**src/rtl/motor_sup_pkg.sv**
```systemverilog
package motor_sup_pkg;
  typedef enum logic [2:0] {
    M_UV,
    M_SLEEP,
    M_RESET,
    M_OCP,
    M_THERM,
    M_OFF,
    M_RUN
  } sup_mode_e;
endpackage

```
**src/rtl/sup_wake_timer.sv**
```systemverilog
module sup_wake_timer #(
  parameter int unsigned WAKE_CYCLES = 20000
) (
  input  logic clk_i,
  input  logic rst_ni,
  input  logic hold_i,
  output logic done_o
);
  localparam int unsigned CW = $clog2(WAKE_CYCLES + 1);
  localparam logic [CW-1:0] TERM = CW'(WAKE_CYCLES);

  logic [CW-1:0] cnt_q;

  always_ff @(posedge clk_i or negedge rst_ni) begin
    if (!rst_ni)          cnt_q <= '0;
    else if (hold_i)      cnt_q <= '0;
    else if (cnt_q != TERM) cnt_q <= cnt_q + 1'b1;
  end

  assign done_o = (cnt_q == TERM);
endmodule

```
**src/rtl/sup_ocp_guard.sv**
```systemverilog
module sup_ocp_guard #(
  parameter int unsigned OCP_CYCLES = 35
) (
  input  logic clk_i,
  input  logic rst_ni,
  input  logic clr_i,
  input  logic freeze_i,
  input  logic flag_i,
  output logic latched_o
);
  localparam int unsigned CW = (OCP_CYCLES > 1) ? $clog2(OCP_CYCLES) : 1;
  localparam logic [CW-1:0] LAST = CW'(OCP_CYCLES - 1);

  logic [CW-1:0] cnt_q;
  logic          lat_q;

  always_ff @(posedge clk_i or negedge rst_ni) begin
    if (!rst_ni) begin
      cnt_q <= '0;
      lat_q <= 1'b0;
    end else if (clr_i) begin
      cnt_q <= '0;
      lat_q <= 1'b0;
    end else if (freeze_i || lat_q || !flag_i) begin
      cnt_q <= '0;
    end else if (cnt_q == LAST) begin
      cnt_q <= '0;
      lat_q <= 1'b1;
    end else begin
      cnt_q <= cnt_q + 1'b1;
    end
  end

  assign latched_o = lat_q;
endmodule

```
**src/rtl/sup_mode_arb.sv**
```systemverilog
module sup_mode_arb
  import motor_sup_pkg::*;
(
  input  logic      uv_i,
  input  logic      sleep_ni,
  input  logic      reset_ni,
  input  logic      ocp_lat_i,
  input  logic      ot_i,
  input  logic      enable_ni,
  input  logic      wake_done_i,
  output sup_mode_e mode_o,
  output logic      drive_o,
  output logic      step_ok_o,
  output logic      pump_en_o,
  output logic      idx_rst_o,
  output logic      fault_no
);
  always_comb begin
    if (uv_i)            mode_o = M_UV;
    else if (!sleep_ni)  mode_o = M_SLEEP;
    else if (!reset_ni)  mode_o = M_RESET;
    else if (ocp_lat_i)  mode_o = M_OCP;
    else if (ot_i)       mode_o = M_THERM;
    else if (enable_ni)  mode_o = M_OFF;
    else                 mode_o = M_RUN;
  end

  always_comb begin
    drive_o   = (mode_o == M_RUN);
    step_ok_o = drive_o && wake_done_i;
    pump_en_o = !(mode_o inside {M_UV, M_SLEEP});
    idx_rst_o = (mode_o inside {M_UV, M_RESET});
    // latch reported in sleep; thermal only when awake
    fault_no  = !((mode_o != M_UV) &&
                  (ocp_lat_i || ((mode_o != M_SLEEP) && ot_i)));
  end
endmodule

```
**src/rtl/motor_drv_supervisor.sv**
```systemverilog
module motor_drv_supervisor
  import motor_sup_pkg::*;
#(
  parameter int unsigned NUM_BRIDGES = 2,
  parameter int unsigned OCP_CYCLES  = 35,
  parameter int unsigned WAKE_CYCLES = 20000
) (
  input  logic                   clk_i,
  input  logic                   rst_ni,
  input  logic                   sleep_ni,
  input  logic                   enable_ni,
  input  logic                   reset_ni,
  input  logic [NUM_BRIDGES-1:0] ocp_i,
  input  logic                   ot_i,
  input  logic                   uv_i,
  output logic [NUM_BRIDGES-1:0] bridge_en_o,
  output logic                   idx_rst_o,
  output logic                   step_ok_o,
  output logic                   pump_en_o,
  output logic                   fault_no
);
  logic                   awake;
  logic                   clr_lat;
  logic                   wake_done;
  logic                   drive;
  logic [NUM_BRIDGES-1:0] lat_vec;
  sup_mode_e              mode;

  assign awake   = !uv_i && sleep_ni;
  assign clr_lat = uv_i || (awake && !reset_ni);

  sup_wake_timer #(.WAKE_CYCLES(WAKE_CYCLES)) u_wake (
    .clk_i  (clk_i),
    .rst_ni (rst_ni),
    .hold_i (!awake),
    .done_o (wake_done)
  );

  for (genvar b = 0; b < NUM_BRIDGES; b++) begin : g_ocp
    sup_ocp_guard #(.OCP_CYCLES(OCP_CYCLES)) u_guard (
      .clk_i     (clk_i),
      .rst_ni    (rst_ni),
      .clr_i     (clr_lat),
      .freeze_i  (!awake || !reset_ni),
      .flag_i    (ocp_i[b]),
      .latched_o (lat_vec[b])
    );
  end

  sup_mode_arb u_arb (
    .uv_i        (uv_i),
    .sleep_ni    (sleep_ni),
    .reset_ni    (reset_ni),
    .ocp_lat_i   (|lat_vec),
    .ot_i        (ot_i),
    .enable_ni   (enable_ni),
    .wake_done_i (wake_done),
    .mode_o      (mode),
    .drive_o     (drive),
    .step_ok_o   (step_ok_o),
    .pump_en_o   (pump_en_o),
    .idx_rst_o   (idx_rst_o),
    .fault_no    (fault_no)
  );

  assign bridge_en_o = {NUM_BRIDGES{drive}};
endmodule

```
**config.mk**
```make
export PLATFORM = sky130hd
export DESIGN_NAME = motor_drv_supervisor
export DESIGN_NICKNAME = d
export VERILOG_FILES = /design/src/rtl/motor_sup_pkg.sv /design/src/rtl/sup_wake_timer.sv /design/src/rtl/sup_ocp_guard.sv /design/src/rtl/sup_mode_arb.sv /design/src/rtl/motor_drv_supervisor.sv
export SDC_FILE = /design/constraint.sdc
export NUM_CORES = 1
export LEC_CHECK = 0
export ABC_AREA = 1
export BUFFER_PORTS_ARGS = -buffer_cell sky130_fd_sc_hd__buf_2
export CAP_MARGIN = 10
export CORE_UTILIZATION = 59
export CTS_CLUSTER_DIAMETER = 60
export CTS_CLUSTER_SIZE = 30
export DETAILED_ROUTE_END_ITERATION = 12
export PLACE_DENSITY = 0.79
export SETUP_SLACK_MARGIN = 0.05
export SYNTH_ARGS = -nofsm -noshare
export SYNTH_HDL_FRONTEND = slang
export SYNTH_HIERARCHICAL = 1
export SYNTH_SLANG_ARGS = --single-unit
export TNS_END_PERCENT = 5
```
**constraint.sdc**
```tcl
create_clock -name clk_i -period 1.42 [get_ports clk_i]
set_clock_uncertainty 0.05 [all_clocks]
set_input_delay 0.142 -clock clk_i [delete_from_list [all_inputs] [get_ports clk_i]]
set_output_delay 0.142 -clock clk_i [all_outputs]
set_load 0.05 [all_outputs]
```
### Word-level counts from Yosys, hierarchy flattened

Index checks and enable logic that the tools add are counted.

* word-level logic and storage cells: 67
* input port bits: 9
* flip-flop bits (word level): 29
* output and inout port bits: 6

* mux-type cells: 20
* equality and inequality tests: 11
* reductions and logical operators: 28
* add/sub/neg operators: 3

Operators with widths (count)
* 6-bit two-way mux: 6
* 15-bit two-way mux: 2
* 15-bit by 1-bit adder with 15-bit output, second input constant: 1
* 15-bit equality test, second input constant: 1
* 3-bit two-way mux: 5
* 15-bit != test, second input constant: 1
* 6-bit by 1-bit adder with 6-bit output, second input constant: 2
* 6-bit equality test, second input constant: 2
* 2-bit nonzero test: 4
* 1-bit zero test: 7
* 1-bit logical OR: 7
* 1-bit two-way mux: 6
* 1-bit logical AND: 5
* 2-bit != test, second input constant: 2
* 2-bit AND reduction: 2
* 3-bit by 1-bit equality test with 1-bit output, second input constant: 1
* 3-bit by 2-bit equality test with 1-bit output, second input constant: 1
* 3-bit equality test, second input constant: 1
* 3-bit zero test: 1
* 3-bit by 1-bit != test with 1-bit output, second input constant: 1
* 3-bit nonzero test: 1
* 2-bit two-way mux: 1
* 2-bit by 1-bit != test with 1-bit output, second input constant: 1
* 2-bit OR reduction: 1

### Depth between registers and ports, before layout

* word-level depth: 11
* depth in mapped cells: 8
* mapped depth without buffers: 8

### Modules after synthesis

The synthesis kept the hierarchy.

Modules (own cells, without submodules)
* sup_wake_timer: area each 945.9 µm², sequential area each 375.4 µm², cells an instance 132, times used 1
* sup_ocp_guard: area each 396.6 µm², sequential area each 175.2 µm², cells an instance 49, times used 2
* sup_mode_arb: area each 128.9 µm², sequential area each 0.0 µm², cells an instance 24, times used 1
* motor_drv_supervisor: area each 45.0 µm², sequential area each 0.0 µm², cells an instance 9, times used 1

### Worst setup path after synthesis

No wires, ideal clock.

* kind: register to output
* start point: register u_wake.cnt_q[0]
* end point: output step_ok_o
* path slack: -0.216 ns
* data required time: 1.228 ns
* cell stages (with the launch flop): 7
* arrival time: 1.444 ns
* path buffers: 0
* cell sequence: dfrtp_1 > inv_1 > ha_1 > nand3_1 > nor4_1 > inv_1 > nor2_2

* cells in the longest elaborated chain, start to end: 2

RTL lines
* from (decl): line sup_wake_timer.sv:12 `logic [CW-1:0] cnt_q;`
* from (signal assigned): line sup_wake_timer.sv:17 `else if (cnt_q != TERM) cnt_q <= cnt_q + 1'b1;`
* 15-bit equality test: line sup_wake_timer.sv:20 `assign done_o = (cnt_q == TERM);`
* net wake_done: line motor_drv_supervisor.sv:24 `logic wake_done;`
* 1-bit logical AND: line sup_mode_arb.sv:30 `step_ok_o = drive_o && wake_done_i;`
* to (decl): line motor_drv_supervisor.sv:18 `output logic step_ok_o,`

The timed path passes the listed nets, and every way through them passes these cells.

### Worst setup path after layout

* start point: register u_wake.cnt_q[7]
* end point: output step_ok_o

Same word-level chain as after synthesis.

==> flow_summary_export.csv <==
group,metric,value,unit
grt,grt_max_degree,30,
critical_path,start_kind,"register",
placed_design,dpl.hpwl,3010,um
clocking,htree_levels,2,
clocking,cts-root-buf,"clkbuf_4",
detailed_routing,wl_per_cell,12.3,um
timing,setup_violations,7,
timing,max_slew_margin,0.562,
detailed_routing,drc,0,
floorplan,core-area,3050,um^2
synth,syn_avg_cell_area,7.30,um^2
timing,rsz0062_at_grt,"yes",
clocking,cts.path.max_buffers,2,
timing,fin_crit,1.82,ns
status,violations,"negative setup slack",
timing,clock.fmax,550,MHz
finish,fillerInstances,236,
placed_design,portBuffers,14,
detailed_routing,dr.pass1.iters,4,
grt,antenna_found_initial,0,
critical_path,worst-setup-path-type,"reg -> out",
finish,layout_commonest_cell,"nand2_1",
critical_path,crit_path_end_kind,"output pin",
detailed_routing,ant_nets,0,
timing,worst_slew_pin_slew,0.657,ns
floorplan,die_h,58.8,um
detailed_routing,vias,1771,
timing,layout_setup_ws,-0.399,ns
floorplan,fp.dieW,58.8,um
grt,grt_pass1_wl,6840,um
critical_path,cp.arrival,1.63,ns
floorplan,start_util,0.624,
clocking,clk_pin_slew_worst_paths,0.10,ns
placed_design,gp_congestion,0.852,
finish,diodes,0,
timing,slew_violations,0,
power,p_leak,1.17,nW
finish,instances_no_fill,346,
detailed_routing,routed_wl,4250,um
floorplan,num_rows,20,
critical_path,crit_required,1.23,ns
synth,yosysWarnings,6,
clocking,clock_sinks,29,
synth,syn_area,1900,um^2
worst_hold_path,min_path_type,"in -> reg",
grt,overflow,0,
status,status,"finished with violations",
critical_path,slowest_delay,0.40,ns
placed_design,dp.cells,337,
timing,timing.hold.ws,0.0603,ns
finish,drive_gt1_frac,0.305,
floorplan,num_io_pins,15,
grt,grt_pass1_vias,1699,
finish,layout.nets,316,
detailed_routing,routed_via_density,5.12,
job,drv_cap,0,
critical_path,crit_slowest_cell,"dfrtp_1",
critical_path,crit_chain,"nor2_2 -> nand2_2 -> nor4_4 -> inv_2 -> nor2_4 -> buf_8",
clocking,cts_buffers,5,
finish,syn_to_final_growth,24.3,%
synth,synthCells,261,
critical_path,rrSetupSlack,-0.08,ns
finish,final_cell_mix,"47 x nand2_1, 42 x inv_1, 41 x nor2_1",
power,finalPower,1.70,mW
detailed_routing,drtIter0Drc,108,
grt,grt_usage,0.271,
critical_path,cp_max_fo,2,
finish,multi_input_area,1040,um^2
timing,fin_crit_sh,1.28,
finish,ff_latch_area,726,um^2
power,ir_drop,0.913,mV
timing,final_hold_viol_count,0,
synth,synth_nets,276,
floorplan,die-area,3460,um^2
power,p_per_area,720,nW/um^2
clocking,cts_tree,"done",
clocking,clock_latency,0.33,ns
## power breakdown
part	total [mW]	internal [mW]	switching [mW]
clock network	0.722	0.418	0.304
registers	0.831	0.829	0.00197
logic	0.151	0.0487	0.102
total	1.70	1.30	0.408
## sequential cells by signal (all words and copies together), names as in the netlist
| name | cells |
|---|---|
| g_ocp.u_guard/cnt_q | 12 |
| u_wake/cnt_q | 15 |
| g_ocp.u_guard/latched_o | 2 |
## worst max-delay path, delay by kind of cell (launching register included)
| family | cells | cell delay [ns] |
|---|---|---|
| buffers and inverters | 2 | 0.24 |
| and+or+nand+nor | 4 | 0.65 |
| DFF | 1 | 0.40 |
## routing by layer
layer  share of wire  track usage  routed length [um]
met1            0.37        0.277                1590
met2            0.55        0.502                2340
met3           0.034       0.0681                 146
met4           0.040        0.143                 169
met5               0            0                   0
## repair_timing
item                       CTS  global route
resized for setup           15            15
gates cloned                 0             0
hold buffers                 1             0
pin swaps                    1             3
setup buffers                0             0
setup endpoints to repair    9            14
hold endpoints to repair    29             0
## through the flow
stage	cell area [um^2]	setup TNS, ns	utilization	worst slack (ns)
6_report	2370	-1.47	0.775	-0.399
2_1_floorplan	1920	-0.0347	-	-0.0347
3_5_place_dp	2170	-0.290	0.711	-0.250
3_3_place_gp	2170	-0.245	0.711	-0.245
5_1_grt	2370	-2.44	0.775	-0.500
4_1_cts	2320	-1.40	0.760	-0.383
## cell type report
type / instances / share of cell area
clock buffer: 6 / 0.0217
clock inverter: 2 / 0.0159
timing repair buffer: 36 / 0.115
sequential: 29 / 0.307
multi-input combinational: 180 / 0.440
inverter: 49 / 0.0777
tap: 44 / 0.0233
## path summary, 6_finish.rpt
check / startpoint / to / cells past startpoint
setup / recovery: u_wake/cnt_q[7] / step_ok_o / 6
hold / removal: sleep_ni / u_wake/cnt_q[8] / 3
setup reg to reg: u_wake/cnt_q[0] / u_wake/cnt_q[8] / 7
hold reg to reg: g_ocp[0].u_guard/cnt_q[0] / g_ocp[0].u_guard/cnt_q[0] / 1
max in group asynchronous: rst_ni / g_ocp[1].u_guard/latched_o / 2
min in group asynchronous: rst_ni / u_wake/cnt_q[5] / 2
Note: power is estimated with default switching activity, not from simulation.
